===== config.mk =====
export PLATFORM = sky130hd
export DESIGN_NAME = joypad_pair_qualifier
export DESIGN_NICKNAME = d
export VERILOG_FILES = /design/src/rtl/joypad_qual_pkg.sv /design/src/rtl/joypad_pair_ctrl.sv /design/src/rtl/joypad_pair_datapath.sv /design/src/rtl/joypad_pair_qualifier.sv
export SDC_FILE = /design/constraint.sdc
export NUM_CORES = 1
export LEC_CHECK = 0
export BUFFER_PORTS_ARGS = -buffer_cell sky130_fd_sc_hd__buf_4
export CAP_MARGIN = 20
export CORE_AREA = 4 4 41 43
export CTS_CLUSTER_DIAMETER = 120
export DETAILED_ROUTE_END_ITERATION = 12
export DIE_AREA = 0 0 45 47
export PLACE_DENSITY_LB_ADDON = 0.15
export SETUP_SLACK_MARGIN = 0.1
export SLEW_MARGIN = 20
export SYNTH_ARGS = -nofsm -noshare
export SYNTH_HDL_FRONTEND = slang
export SYNTH_HIERARCHICAL = 1
export SYNTH_SLANG_ARGS = --single-unit

===== constraint.sdc =====
create_clock -name clk -period 0.96 [get_ports clk]
set_input_delay 0.048 -clock clk [delete_from_list [all_inputs] [get_ports clk]]
set_output_delay 0.048 -clock clk [all_outputs]
set_load 0.02 [all_outputs]

===== src/rtl/joypad_qual_pkg.sv =====
package joypad_qual_pkg;

  // Strobes issued by the control half to the datapath half.
  typedef struct packed {
    logic sampleStb;   // this rising edge is a sampling edge
  } qualStrobes_t;

endpackage


===== src/rtl/joypad_pair_ctrl.sv =====
module joypad_pair_ctrl
  import joypad_qual_pkg::*;
#(
  parameter int SAMPLE_GAP = 4
) (
  input  logic         clk,
  input  logic         rstN,
  output qualStrobes_t strobes
);

  localparam int PHASE_W = (SAMPLE_GAP > 2) ? $clog2(SAMPLE_GAP) : 1;
  localparam logic [PHASE_W-1:0] LAST_PHASE = PHASE_W'(SAMPLE_GAP - 1);

  logic [PHASE_W-1:0] phase;

  // Phase zero marks a sampling edge; it restarts at zero after reset.
  always_ff @(posedge clk or negedge rstN) begin
    if (!rstN) begin
      phase <= '0;
    end else if (phase == LAST_PHASE) begin
      phase <= '0;
    end else begin
      phase <= phase + 1'b1;
    end
  end

  always_comb begin
    strobes.sampleStb = (phase == '0);
  end

endmodule


===== src/rtl/joypad_pair_datapath.sv =====
module joypad_pair_datapath
  import joypad_qual_pkg::*;
#(
  parameter int NUM_LINES = 4
) (
  input  logic                 clk,
  input  logic                 rstN,
  input  logic [NUM_LINES-1:0] keyLines,
  input  qualStrobes_t         strobes,
  output logic                 irqPulse
);

  localparam int HIST_DEPTH = 2;

  logic                  anyLow;
  logic [HIST_DEPTH-1:0] histLow;   // [0] newest sample, [1] the one before
  logic                  irqReg;

  // Merge the active-low lines: any low line makes the group low.
  assign anyLow = ~(&keyLines);

  always_ff @(posedge clk or negedge rstN) begin
    if (!rstN) begin
      histLow <= '0;
      irqReg  <= 1'b0;
    end else begin
      irqReg <= 1'b0;
      if (strobes.sampleStb) begin
        irqReg  <= anyLow & histLow[0] & ~histLow[1];
        histLow <= {histLow[HIST_DEPTH-2:0], anyLow};
      end
    end
  end

  assign irqPulse = irqReg;

endmodule


===== src/rtl/joypad_pair_qualifier.sv =====
module joypad_pair_qualifier
  import joypad_qual_pkg::*;
#(
  parameter int NUM_LINES  = 4,
  parameter int SAMPLE_GAP = 4
) (
  input  logic                 clk,
  input  logic                 rstN,
  input  logic [NUM_LINES-1:0] keyLines,
  output logic                 irqPulse
);

  qualStrobes_t strobes;
  logic         sampleStb;

  joypad_pair_ctrl #(
    .SAMPLE_GAP(SAMPLE_GAP)
  ) u_ctrl (
    .clk    (clk),
    .rstN   (rstN),
    .strobes(strobes)
  );

  joypad_pair_datapath #(
    .NUM_LINES(NUM_LINES)
  ) u_dp (
    .clk     (clk),
    .rstN    (rstN),
    .keyLines(keyLines),
    .strobes (strobes),
    .irqPulse(irqPulse)
  );

  assign sampleStb = strobes.sampleStb;

endmodule


==> flow_metrics.env, run 1 <==
export IMPL_coreArea_um2=1300
export IMPL_setup_tns_ns=0
export IMPL_synth_seq_cells=5
export IMPL_post_route_min_period_ns=0.854
export IMPL_postSynth_asyncResetShare=1.00
export IMPL_rows=13
export IMPL_cts_path_max_buffers=2
export IMPL_clkPwrFrac=0.493
export IMPL_routed_wl_um=367
export IMPL_grt_pass1_vias=156
export IMPL_required_ns=1.08
export IMPL_worst_pin_slew_ns=0.129
export IMPL_swShare=0.194
export IMPL_worstRegToRegCells=4
export IMPL_status="finished, final reports clean"
export IMPL_synth_edff_count=0
export IMPL_cts_root_buf="clkbuf_4"
export IMPL_cp_max_fo=4
export IMPL_postRouteAntennaNets=0
export IMPL_timing_fmax_mhz=1170
export IMPL_vias=160
export IMPL_placedInstanceArea_um2=270
export IMPL_cts_buffers_inserted=3
export IMPL_end_kind="flop"
export IMPL_synthFlopType="dfrtp_1"
export IMPL_syn_inst=17
export IMPL_yosysWarnings=6
export IMPL_syn_num_nets=25
export IMPL_drc=0
export IMPL_fp_dieH_um=47
export IMPL_leakage_nw=0.155
export IMPL_overflow=0
export IMPL_arrival_ns=0.97
export IMPL_p_seq_frac=0.446
export IMPL_yosys_area_top_type_share=0.613
export IMPL_drv_slew=0
export IMPL_setup_viol=0
export IMPL_die_area_um2=2120
export IMPL_start_kind="flop"
export IMPL_yosys_top_cells_area="dfrtp_1, ha_1, and4_4, inv_1, nor3_2"
export IMPL_comb_power_share=0.061
export IMPL_skew_ns=0.00306
export IMPL_cts_sinks=5
export IMPL_synthToLayoutAreaGrowth_pct=62.0
export IMPL_ios=7
export IMPL_htreeDepth=1
export IMPL_start_util=0.157
export IMPL_synth_cell_type_count=9
export IMPL_drt_initial_drc_count=1
export IMPL_period_share=0.890
export IMPL_place_ws_ns=0.0442
export IMPL_grt_start_max_net_pins=6
export IMPL_stdcell_area_um2=330
export IMPL_drt_pass1_iterations=2
export IMPL_maxCapViolCount=0
export IMPL_place_gp_congestion=0.602
export IMPL_routedWlPerCell_um=8.34
export IMPL_critPathKind="flop to flop"
export IMPL_drive_above_1_share=0.552
export IMPL_yosysMostFrequentCell="dfrtp_1"
export IMPL_netlist_area_um2=204
export IMPL_grt_antenna_before_repair=0
export IMPL_diodes=0
export IMPL_synth_largest_area_cell="dfrtp_1"
export IMPL_num_nets_final=38
export IMPL_maxSlewHeadroom=0.913
export IMPL_hold_path_class="input port to asynchronous set/reset pin"
export IMPL_power_internal_uw=391
export IMPL_timing_final_ws_setup_ns=0.106
export IMPL_hold_viol=0
export IMPL_cts_tree="done"
export IMPL_grt_total_usage=0.0485
export IMPL_rsz0062_at_grt="yes"
export IMPL_peakVddDrop_mv=0.602
export IMPL_die_w_um=45
export IMPL_seq_area_frac_synth=0.613
export IMPL_power_switching_uw=94.3
export IMPL_post_dp_hpwl_um=301
export IMPL_power_total_uw=485
export IMPL_viasPerCell=3.64
export IMPL_cts_clk_slew_worst_paths_ns=0.04
export IMPL_synth_common_cells="dfrtp_1, inv_1, ha_1, nor2_1"
export IMPL_syn_area_per_cell_um2=12.0
export IMPL_portBuffers=6
export IMPL_powerDensity_nw_per_um2=1470
export IMPL_grt_pass1_wl_um=614
export IMPL_clock_latency_ns=0.24
## stage by stage
stage / hold WS [ns] / utilization / std cells
3_3_place_gp: -0.148 / 0.208 / 38
6_report: 0.151 / 0.254 / 44
2_1_floorplan: -0.248 / - / 17
3_5_place_dp: -0.146 / 0.208 / 38
4_1_cts: 0.149 / 0.251 / 44
5_1_grt: 0.153 / 0.254 / 44
## cell families (layout without fill, tap and decap cells)
kind of cell / Yosys count / after routing / synth area share
fa+ha+maj: 2 / 2 / 0.123
simple gates: 5 / 5 / 0.160
compound gates: 2 / 2 / 0.0490
flops: 5 / 5 / 0.613
buf+inv: 3 / 15 / 0.0552
## worst max-delay path, stage by stage, from the launching register on
cell and delay (ns):
dfrtp_1 0.37, inv_2 0.05, ha_4 0.17, nand2_2 0.06, o21ai_0 0.07
## repair_timing
action / CTS / global route
hold buffers: 1 / 0
pin swaps: 1 / 1
gates cloned: 0 / 0
setup buffers: 1 / 0
gates resized for setup: 3 / 2
endpoints found under the hold margin: 5 / 0
setup endpoints to repair: 3 / 4
## flip-flops by register name, indices dropped and copies added, names as in the netlist
signal	count
u_ctrl/phase	2
u_dp/histLow	2
u_dp/irqPulse	1
## power groups by stage
stage	Sequential, mW	Combinational, mW	Clock, mW
6_report	0.216	0.0296	0.239
3_3_place_gp	0.219	0.0260	0
5_1_grt	0.216	0.0325	0.266
4_1_cts	0.216	0.0301	0.250
3_5_place_dp	0.219	0.0268	0
2_1_floorplan	0.220	0.00378	0
## layout make-up
| cell class | count | area, µm² |
|---|---|---|
| Inverter | 3 | 11.3 |
| Multi-Input combinational cell | 9 | 82.6 |
| Timing Repair Buffer | 8 | 66.3 |
| Sequential cell | 5 | 125 |
| Clock buffer | 4 | 26.3 |
| Fill cell | 148 | 971 |
| Tap cell | 15 | 18.8 |
## worst paths after layout
path / endpoint / startpoint / slack [ns]
setup reg to reg: u_dp/histLow[1] / u_ctrl/phase[0] / 0.11
setup / recovery: u_dp/histLow[1] / u_ctrl/phase[0] / 0.11
hold / removal: u_ctrl/phase[1] / rstN / 0.15
max in group asynchronous: u_dp/histLow[1] / rstN / 0.70
hold reg to reg: u_dp/irqPulse / u_dp/histLow[1] / 0.44
min in group clk: u_dp/irqPulse / keyLines[1] / 0.17
## layer usage
| layer | vias to the layer above | track usage | wire (µm) |
|---|---|---|---|
| li1 | 78 | - | - |
| met5 | - | 0 | 0 |
| met3 | 2 | 0.0575 | 55 |
| met2 | 8 | 0.0621 | 158 |
| met1 | 72 | 0.0418 | 148 |
| met4 | 0 | 0.0351 | 4 |
## layout by cell type (no fill, tap or decap), drive strengths merged
cell,synthesis,final
a21oi,1,1
and4,1,1
buf,0,7
clkbuf,0,4
dfrtp,5,5
dlygate4sd3,0,1
ha,2,2
inv,3,3
nand2,1,1
nor2,2,2
nor3,1,1
o21ai,1,1
No activity file was read; power rests on OpenSTA's default activity.
==> run 2: changes to the inputs <==
RECOVER_POWER = 100   (was unset)
==> flow_metrics.env, run 2 (synthesis results as in run 1) <==
export IMPL_diodes=0
export IMPL_cts_root_buf="clkbuf_4"
export IMPL_timing_fmax_mhz=1170
export IMPL_status="finished, final reports clean"
export IMPL_maxCapViolCount=0
export IMPL_rsz0062_at_grt="yes"
export IMPL_grt_antenna_before_repair=0
export IMPL_postLayoutCoreUtil=0.246
export IMPL_start_util=0.157
export IMPL_timing_final_ws_setup_ns=0.103
export IMPL_leakage_nw=0.149
export IMPL_die_w_um=45
export IMPL_final_common_cell="dfrtp_1"
export IMPL_slowest_stage="dfrtp_1"
export IMPL_powerDensity_nw_per_um2=1500
export IMPL_cts_buffers_inserted=3
export IMPL_start_kind="flop"
export IMPL_cp_max_fo=4
export IMPL_rows=13
export IMPL_peakVddDrop_mv=0.601
export IMPL_cts_sinks=5
export IMPL_cts_clk_slew_worst_paths_ns=0.04
export IMPL_viasPerCell=3.68
export IMPL_maxSlewHeadroom=0.808
export IMPL_drc=0
export IMPL_grt_pass1_vias=156
export IMPL_grt_total_usage=0.0485
export IMPL_skew_ns=0.00267
export IMPL_routed_wl_um=363
export IMPL_post_route_min_period_ns=0.857
export IMPL_routedWlPerCell_um=8.25
export IMPL_place_ws_ns=0.0442
export IMPL_end_kind="flop"
export IMPL_critPathKind="flop to flop"
export IMPL_worstPathCellList="inv_2, ha_4, nand2_2, o21ai_0"
export IMPL_drt_pass1_iterations=2
export IMPL_cpPeakStageDelay_ns=0.37
export IMPL_postRouteAntennaNets=0
export IMPL_hold_path_class="input port to flop"
export IMPL_post_dp_hpwl_um=301
export IMPL_drive_above_1_share=0.483
export IMPL_die_area_um2=2120
export IMPL_synthToLayoutAreaGrowth_pct=57.1
export IMPL_setup_viol=0
export IMPL_arrival_ns=0.97
export IMPL_required_ns=1.08
export IMPL_portBuffers=6
export IMPL_setup_tns_ns=0
export IMPL_num_nets_final=38
export IMPL_vias=162
export IMPL_cts_tree="done"
export IMPL_drv_slew=0
export IMPL_place_gp_congestion=0.602
export IMPL_holdWs_ns=0.169
export IMPL_final_cell_mix="dfrtp_1, clkbuf_4, buf_4"
export IMPL_overflow=0
export IMPL_htreeDepth=1
export IMPL_fp_dieH_um=47
export IMPL_worst_pin_slew_ns=0.289
export IMPL_grt_pass1_wl_um=614
export IMPL_grt_start_max_net_pins=6
export IMPL_coreArea_um2=1300
export IMPL_period_share=0.892
export IMPL_power_total_uw=482
export IMPL_ios=7
export IMPL_clock_latency_ns=0.24
export IMPL_hold_viol=0
export IMPL_drt_initial_drc_count=1
export IMPL_cts_path_max_buffers=2
## run 2: changes by cell type in the layout (fill, tap and decap cells not counted)
cell | before | now
inv_2 | 2 | 1
clkbuf_1 | 1 | 2
inv_1 | 1 | 2
buf_4 | 6 | 4
clkbuf_4 | 3 | 4
buf_6 | 1 | 0
clkbuf_2 | 0 | 1
## run 2: cell type report
| type | instances | area (µm²) |
|---|---|---|
| fillers | 148 | 981 |
| flip-flops and latches | 5 | 125 |
| multi-input cells | 9 | 82.6 |
| repair buffers | 8 | 56.3 |
| clock buffers | 4 | 26.3 |
| well taps | 15 | 18.8 |
| inverters | 3 | 11.3 |
## run 2: layer usage
layer / global-route usage / vias to the layer above / routed length (µm)
met4: 0.0351 / 0 / 4
met5: 0 / - / 0
li1: - / 78 / -
met1: 0.0418 / 74 / 144
met3: 0.0575 / 2 / 55
met2: 0.0621 / 8 / 158
## run 2: path summary, 6_finish.rpt
| check | start | end | slack (ns) | cells after the start |
|---|---|---|---|---|
| min in group asynchronous | rstN | u_ctrl/phase[1] | 0.20 | 2 |
| setup reg to reg | u_ctrl/phase[0] | u_dp/histLow[1] | 0.10 | 4 |
| setup / recovery | u_ctrl/phase[0] | u_dp/histLow[1] | 0.10 | 4 |
| hold reg to reg | u_dp/histLow[1] | u_dp/irqPulse | 0.44 | 1 |
| hold / removal | keyLines[1] | u_dp/irqPulse | 0.17 | 3 |
| max in group asynchronous | rstN | u_dp/histLow[1] | 0.54 | 2 |
## run 2: critical path: cells and delay by family (launching register included)
| family | cells | cell delay [ns] |
|---|---|---|
| AO/OA/AOI/OAI | 1 | 0.07 |
| adder cells (fa/ha/maj) | 1 | 0.17 |
| buffers and inverters | 1 | 0.05 |
| flip-flops | 1 | 0.37 |
| AND/OR/NAND/NOR | 1 | 0.06 |
## run 2: where the power goes
group | total [mW] | leakage [nW] | switching, mW | internal [mW]
sequential | 0.216 | 0.0559 | 0.00162 | 0.215
clock | 0.238 | 0.0150 | 0.0814 | 0.157
combinational | 0.0270 | 0.0785 | 0.0102 | 0.0168
## run 2: repair_timing
| action | CTS | global route |
|---|---|---|
| resized for setup | 3 | 2 |
| endpoints found under the setup margin | 3 | 4 |
| hold buffers | 1 | 0 |
| pin swaps | 1 | 1 |
| buffers inserted | 1 | 0 |
| hold endpoints to repair | 5 | 0 |
## run 2: stage by stage
| step | instance area, µm² | cells |
|---|---|---|
| 3_5_place_dp | 270 | 38 |
| 4_1_cts | 327 | 44 |
| 6_report | 320 | 44 |
| 5_1_grt | 320 | 44 |
| 3_3_place_gp | 270 | 38 |
| 2_1_floorplan | 206 | 17 |
==> run 3: changes to the inputs <==
CTS_BUF_LIST = sky130_fd_sc_hd__clkbuf_16   (was unset)
==> flow_metrics.env, run 3 (synthesis results as in run 1) <==
export IMPL_drt_initial_drc_count=2
export IMPL_timing_final_ws_setup_ns=0.102
export IMPL_viasPerCell=3.73
export IMPL_hold_path_class="input port to flop"
export IMPL_grt_start_max_net_pins=6
export IMPL_num_nets_final=39
export IMPL_diodes=0
export IMPL_min_path_cells=3
export IMPL_ff2ff_setup_slack_ns=0.10
export IMPL_cts_tree="done"
export IMPL_die_area_um2=2120
export IMPL_final_cell_mix="buf_4, dfrtp_1, clkbuf_16, inv_1"
export IMPL_post_dp_hpwl_um=301
export IMPL_drv_slew=0
export IMPL_clkPwrFrac=0.737
export IMPL_critPathKind="flop to flop"
export IMPL_peakVddDrop_mv=0.892
export IMPL_routedWlPerCell_um=9.38
export IMPL_start_util=0.157
export IMPL_p_seq_frac=0.234
export IMPL_place_gp_congestion=0.602
export IMPL_drive_above_1_share=0.500
export IMPL_power_switching_uw=153
export IMPL_power_internal_uw=772
export IMPL_grt_antenna_before_repair=0
export IMPL_status="finished, final reports clean"
export IMPL_fp_dieH_um=47
export IMPL_hold_viol=0
export IMPL_portBuffers=6
export IMPL_drc=0
export IMPL_leakage_nw=0.181
export IMPL_coreArea_um2=1300
export IMPL_cpLargestDelayFamily="flip-flops"
export IMPL_overflow=0
export IMPL_timing_fmax_mhz=1170
export IMPL_period_share=0.893
export IMPL_vias=168
export IMPL_postRouteAntennaNets=0
export IMPL_cts_path_max_buffers=2
export IMPL_cp_num_buf_inv=1
export IMPL_cp_max_fo=4
export IMPL_rows=13
export IMPL_grt_pass1_wl_um=710
export IMPL_drt_pass1_iterations=2
export IMPL_grt_total_usage=0.0596
export IMPL_worstHoldStart="keyLines[1]"
export IMPL_ios=7
export IMPL_grt_pass1_vias=175
export IMPL_worstRegToRegCells=4
export IMPL_maxCapViolCount=0
export IMPL_end_kind="flop"
export IMPL_synthToLayoutAreaGrowth_pct=89.0
export IMPL_comb_power_share=0.029
export IMPL_cts_sinks=5
export IMPL_place_ws_ns=0.0442
export IMPL_powerDensity_nw_per_um2=2400
export IMPL_die_w_um=45
export IMPL_required_ns=1.06
export IMPL_setup_viol=0
export IMPL_setup_tns_ns=0
export IMPL_reg2reg_from="u_ctrl/phase[0]"
export IMPL_hold_end="u_dp/irqPulse"
export IMPL_worstPathCellList="inv_1, ha_4, nand2_2, o21ai_0"
export IMPL_post_route_min_period_ns=0.858
export IMPL_start_kind="flop"
export IMPL_clock_latency_ns=0.23
export IMPL_worst_pin_slew_ns=0.279
export IMPL_arrival_ns=0.96
export IMPL_swShare=0.166
export IMPL_htreeDepth=1
export IMPL_maxSlewHeadroom=0.814
export IMPL_rsz0062_at_grt="yes"
export IMPL_cpPeakStageDelay_ns=0.35
export IMPL_slowest_stage="dfrtp_1"
export IMPL_routed_wl_um=422
export IMPL_r2r_end="u_dp/histLow[1]"
export IMPL_cts_root_buf="clkbuf_16"
export IMPL_cts_buffers_inserted=3
export IMPL_skew_ns=0.00366
export IMPL_cts_clk_slew_worst_paths_ns=0.03
run 3: cell type report:
class                   count  area [µm²]
repair buffers              9        66.3
flip-flops and latches      5         125
inverters                   3        11.3
fillers                   142         916
well taps                  15        18.8
multi-input cells           9        85.1
clock inverters             1        3.75
clock buffers               3        75.1
run 3: power by group through the flow:
stage | clock [mW] | combinational, mW | sequential, mW
after global routing | 0.716 | 0.0301 | 0.217
after detailed placement | 0 | 0.0268 | 0.219
after floorplan | 0 | 0.00378 | 0.220
after global placement | 0 | 0.0260 | 0.219
final | 0.681 | 0.0267 | 0.217
after CTS | 0.705 | 0.0305 | 0.217
run 3: worst reg2reg max path, delay by kind of cell (launching register included):
| kind | cells | cell delay, ns |
|---|---|---|
| simple gates | 1 | 0.06 |
| compound gates | 1 | 0.07 |
| fa+ha+maj | 1 | 0.17 |
| buf+inv | 1 | 0.07 |
| flops | 1 | 0.35 |
run 3: worst max path at each step:
stage               cells past startpoint  slack, ns            start         endpoint
finish                                  4       0.10  u_ctrl/phase[0]  u_dp/histLow[1]
global route                            4       0.05  u_ctrl/phase[0]  u_dp/histLow[0]
detailed placement                      4       0.04  u_ctrl/phase[0]    u_dp/irqPulse
CTS                                     3        0.1  u_ctrl/phase[0]  u_ctrl/phase[0]
global placement                        4       0.08  u_ctrl/phase[0]    u_dp/irqPulse
floorplan                               4       0.12  u_ctrl/phase[0]  u_dp/histLow[1]
run 3: through the flow:
step / utilization / power [mW] / hold slack (ns) / std cells / area (µm²)
2_1_floorplan: - / 0.224 / -0.248 / 17 / 206
3_3_place_gp: 0.208 / 0.245 / -0.148 / 38 / 270
3_5_place_dp: 0.208 / 0.246 / -0.146 / 38 / 270
4_1_cts: 0.297 / 0.952 / 0.164 / 45 / 387
5_1_grt: 0.296 / 0.963 / 0.191 / 45 / 385
6_report: 0.296 / 0.925 / 0.177 / 45 / 385
run 3: routing by layer:
layer  GRT usage  share of wire
met1      0.0462           0.38
met2      0.0791           0.42
met3      0.0575           0.16
met4      0.0702          0.040
met5           0              0
run 3: repair_timing:
action	CTS	global route
resized for setup	2	5
hold endpoints to repair	5	0
hold buffers	1	0
setup endpoints to repair	3	4
setup buffers	2	0
gates cloned	0	0
pin swaps	0	2
